$ cat config.mk
export PLATFORM = sky130hd
export DESIGN_NAME = flagless_shift_unit
export DESIGN_NICKNAME = d
export VERILOG_FILES = /design/src/rtl/flagless_shift_unit.sv
export SDC_FILE = /design/constraint.sdc
export NUM_CORES = 1
export LEC_CHECK = 0
export BUFFER_PORTS_ARGS = -buffer_cell sky130_fd_sc_hd__buf_2
export CORE_ASPECT_RATIO = 0.8
export CORE_UTILIZATION = 38
export CTS_CLUSTER_SIZE = 10
export DETAILED_ROUTE_END_ITERATION = 8
export MAX_ROUTING_LAYER = met4
export SYNTH_ARGS = -nofsm -noshare
export SYNTH_HDL_FRONTEND = slang
export SYNTH_SLANG_ARGS = --single-unit
$ cat constraint.sdc
create_clock -name clk -period 4.1 [get_ports clk]
set_clock_uncertainty 0.1 [all_clocks]
set_input_delay 0 -clock clk [delete_from_list [all_inputs] [get_ports clk]]
set_output_delay 0 -clock clk [all_outputs]
set_load 0.005 [all_outputs]
$ cat src/rtl/flagless_shift_unit.sv
module flagless_shift_unit #(
  parameter int DW = 64,
  parameter int HW = 32
) (
  input  logic          clk,
  input  logic          rst_n,
  input  logic          in_valid,
  input  logic [1:0]    pfx_code,
  input  logic [DW-1:0] src_data,
  input  logic [DW-1:0] src_count,
  input  logic          wide_bit,
  input  logic          long_mode,
  input  logic          vlen_bit,
  input  logic          legacy_mode,
  output logic          out_valid,
  output logic [DW-1:0] out_result,
  output logic          out_fault
);
  localparam int CW = $clog2(DW);
  localparam logic [1:0] OP_SHL = 2'b01;
  localparam logic [1:0] OP_SAR = 2'b10;
  localparam logic [1:0] OP_SHR = 2'b11;

  logic          is_wide;
  logic          bad_enc;
  logic [CW-1:0] cnt;
  logic [DW-1:0] opnd;
  logic [DW-1:0] shifted;
  logic [DW-1:0] res_d;

  assign is_wide = wide_bit & long_mode;
  assign bad_enc = vlen_bit | legacy_mode | (pfx_code == 2'b00);
  assign cnt     = is_wide ? src_count[CW-1:0] : {1'b0, src_count[CW-2:0]};
  assign opnd    = is_wide ? src_data
                 : {{(DW-HW){(pfx_code == OP_SAR) & src_data[HW-1]}}, src_data[HW-1:0]};

  always_comb begin
    unique case (pfx_code)
      OP_SHL:  shifted = opnd << cnt;
      OP_SAR:  shifted = DW'($signed(opnd) >>> cnt);
      OP_SHR:  shifted = opnd >> cnt;
      default: shifted = '0;
    endcase
  end

  assign res_d = is_wide ? shifted : {{(DW-HW){1'b0}}, shifted[HW-1:0]};

  always_ff @(posedge clk) begin
    if (!rst_n) begin
      out_valid  <= 1'b0;
      out_fault  <= 1'b0;
      out_result <= '0;
    end else begin
      out_valid  <= in_valid & ~bad_enc;
      out_fault  <= in_valid & bad_enc;
      out_result <= (in_valid & ~bad_enc) ? res_d : '0;
    end
  end


  one_response_chk: assert property (@(posedge clk) disable iff (!rst_n)
    in_valid |=> (out_valid ^ out_fault));

  idle_quiet_chk: assert property (@(posedge clk) disable iff (!rst_n)
    !in_valid |=> (!out_valid && !out_fault));

  fault_zero_chk: assert property (@(posedge clk) disable iff (!rst_n)
    out_fault |-> (out_result == '0));

  upper_zero_chk: assert property (@(posedge clk) disable iff (!rst_n)
    (in_valid && !(wide_bit && long_mode)) |=> (out_result[DW-1:HW] == '0));

  zero_count_chk: assert property (@(posedge clk) disable iff (!rst_n)
    (in_valid && !vlen_bit && !legacy_mode && pfx_code != 2'b00 &&
     wide_bit && long_mode && src_count[CW-1:0] == '0)
    |=> (out_result == $past(src_data)));
endmodule

==> reports/qor.csv <==
stage,metric,value,unit
synthesis,ys async rst share,0,
outcome,outcome,completed,
floorplanning,core area,32560,um^2
worst_setup_path,Max stage delay on crit path,650,ps
worst_setup_path,Worst path slowest cell,o31ai_1,
synthesis,Mean Syn Cell Area,7.859,um^2
finish,Nets,1827,
grt,gr usage total,0.4553,
worst_setup_path,WP buf/inv,3,
synthesis,top cell type's share of synthesized area,0.1630,
placed_design,# port buffers,144,
sta,Final Worst Setup Slack,1080,ps
clock_network,Post-CTS Setup Bufs,0,
finish,layout cell share with drive strength beyond 1,0.2639,
pwr,combinational share of power,0.554,
pwr,Sw Share,0.4522,
clock_network,Max Buffers Root-to-Sink,2,
grt,global-route wire length before repair,105500,um
hold_path,min-delay worst type,in2reg,
clock_network,CTS buffer count,9,
sta,RSZ-0062 raised after global routing,false,
pwr,Seq pwr share,0.201,
floorplanning,Die H,164.7,um
synthesis,Synth Register Bits,66,
worst_setup_path,worst path arrival time,3110,ps
sta,Final Hold Fails,0,
clock_network,TritonCTS clock tree,yes,
clock_network,H-tree Lvls,3,
synthesis,Synth area leader,mux4_2,
sta,setup violators final,0,
drt,via count,15520,
clock_network,Sink Count,66,
sta,Final Hold Slack,82.32,ps
finish,fillers,3376,
placed_design,hpwl dp,58270,um
synthesis,most common cell in the netlist,nand2_1,
drt,post-DR vias/cell,7.308,
worst_setup_path,Crit. End Element,flip-flop,
drt,Iter 0 DRT Violations,2524,
clock_network,hold_buf cts,3,
finish,Area Growth Syn to Fin,12.61,%
sta,max-slew violation count,0,
finish,Multi-input gate area,10310,um^2
clock_network,Resize count post-CTS,0,
placed_design,dpl ws,869.1,ps
worst_setup_path,CP max FO,17,
floorplanning,Initial Util,0.3863,
synthesis,"EDFF count, synth",0,
flow_run,max cap viols,0,
drt,WL final,75060,um
synthesis,"Seq/Total Area, Yosys",0.1051,
floorplanning,I/O Pins,203,
grt,total congestion overflow,0,
grt,largest net degree at the start of global routing,70,
pwr,clock network power share,0.245,
pwr,maximum VDD drop,0.1975,mV
drt,Final ANT Viol Nets,0,
sta,Final Cycle Share,0.7365,
placed_design,gpl congestion,1.071,
pwr,Leak,5.460,nW
synthesis,syn_nets,1737,
floorplanning,die width,205.4,um
pwr,pwr dens,228.3,nW/um^2
drt,DR pass1 iterations,6,
finish,Sequential Area,1321,um^2
worst_setup_path,Worst setup SP type,input pin,
synthesis,Synth top cells by count,"183 x nand2_1, 165 x nor2_1, 138 x a21oi_1",
sta,minimum clock period,3020,ps
sta,Slew @ Worst Pin,1164,ps
grt,number of global-route vias before repair,14040,
synthesis,cell area after synthesis,12570,um^2
worst_setup_path,worst endpoint required time,4190,ps
sta,f_max,331.2,MHz
synthesis,Area contributors post-synth,"mux4_2 16%, dfxtp_1 11%, mux2i_1 6.9%, a21oi_1 5.5%, nand2_1 5.5%",
clock_network,CTS root buf,clkbuf_16,
sta,slew margin rel.,0.2224,
grt,initial antenna violation count,4,
pwr,Switching Power,0.001462,W
worst_setup_path,"Largest delay share family, worst path",compound AO/OA/AOI/OAI gates,
synthesis,yosys warns,0,
worst_setup_path,"Critical Path, Cell by Cell","buf_2, buf_4, nand2_1, buf_4, nor3_2, o31ai_1, a21boi_0, and3_1, o31ai_1, a21oi_1",
drt,DRC,0,
pwr,Power Internal,0.001771,W
floorplanning,die area,33830,um^2
floorplanning,row cnt,59,
synthesis,Synth cell types,88,
worst_setup_path,crit path kind,in2reg,
sta,setup TNS,0,ps
synthesis,Main synth FF type,dfxtp_1,
clock_network,Clock Pin Slew Worst Setup and Hold Paths,50,ps
drt,DR WL/cell,35.36,um
synthesis,Cells after Synth,1600,
worst paths after layout:
kind / startpoint / cells after the start / endpoint / slack (ps)
setup / recovery: long_mode / 10 / out_result[25] / 1080
hold / removal: pfx_code[0] / 3 / out_result[3] / 80
metal layers:
metal / GRT usage / routed length [um] / vias to the layer above
met5: - / 0 / -
li1: - / - / 6493
met2: 0.6318 / 30760 / 1229
met3: 0.1436 / 9922 / 221
met4: 0.2182 / 4208 / 0
met1: 0.5939 / 30170 / 7572
state kept, by name, summed over array words and instances (netlist names):
name	cells
out_valid	1
out_fault	1
out_result	64
metrics by stage:
stage	area (um^2)	total power, W	utilization	instances
after floorplan	12570	0.001698	-	1600
after CTS	14150	0.003162	0.4348	2121
after global routing	14160	0.003323	0.4350	2123
after global placement	13820	0.002370	0.4245	2103
final	14160	0.003233	0.4350	2123
after detailed placement	13820	0.002364	0.4245	2103
cells in the final DEF, fill, tap and decap left out, types with 58 or more instances in the layout:
cell type / n
dfxtp_1: 66
mux4_2: 91
a21oi_1: 138
o21ai_0: 102
buf_2: 139
nand2_1: 183
mux2_2: 58
nor2_1: 162
buf_4: 100
mux2i_1: 87
cell families after synthesis:
kind of cell	share of synthesized area
AND/OR/NAND/NOR	0.1856
flip-flops	0.1051
buffers and inverters	0.07622
multiplexers	0.3122
AO/OA/AOI/OAI	0.3209
power groups by stage:
stage / Clock [W] / Combinational (W) / Sequential, W
after floorplan: 0 / 0.00103 / 0.000664
after global placement: 0 / 0.00171 / 0.000663
after detailed placement: 0 / 0.00170 / 0.000663
after CTS: 0.000801 / 0.00171 / 0.000650
after global routing: 0.000832 / 0.00184 / 0.000650
final: 0.000791 / 0.00179 / 0.000650
worst min-delay path: stages:
cell and delay [ps]:
buf_2 140, a211oi_1 210, nor4_1 120
cell type report:
| class | instances | area share |
|---|---|---|
| Antenna cell | 2 | 0.0003535 |
| Tap cell | 427 | 0.03773 |
| Clock buffer | 13 | 0.01909 |
| Multi-Input combinational cell | 1355 | 0.7281 |
| Clock inverter | 2 | 0.002474 |
| Timing Repair Buffer | 252 | 0.1173 |
| Inverter | 6 | 0.001591 |
| Sequential cell | 66 | 0.09331 |
Power figures use the tool's default switching activity.
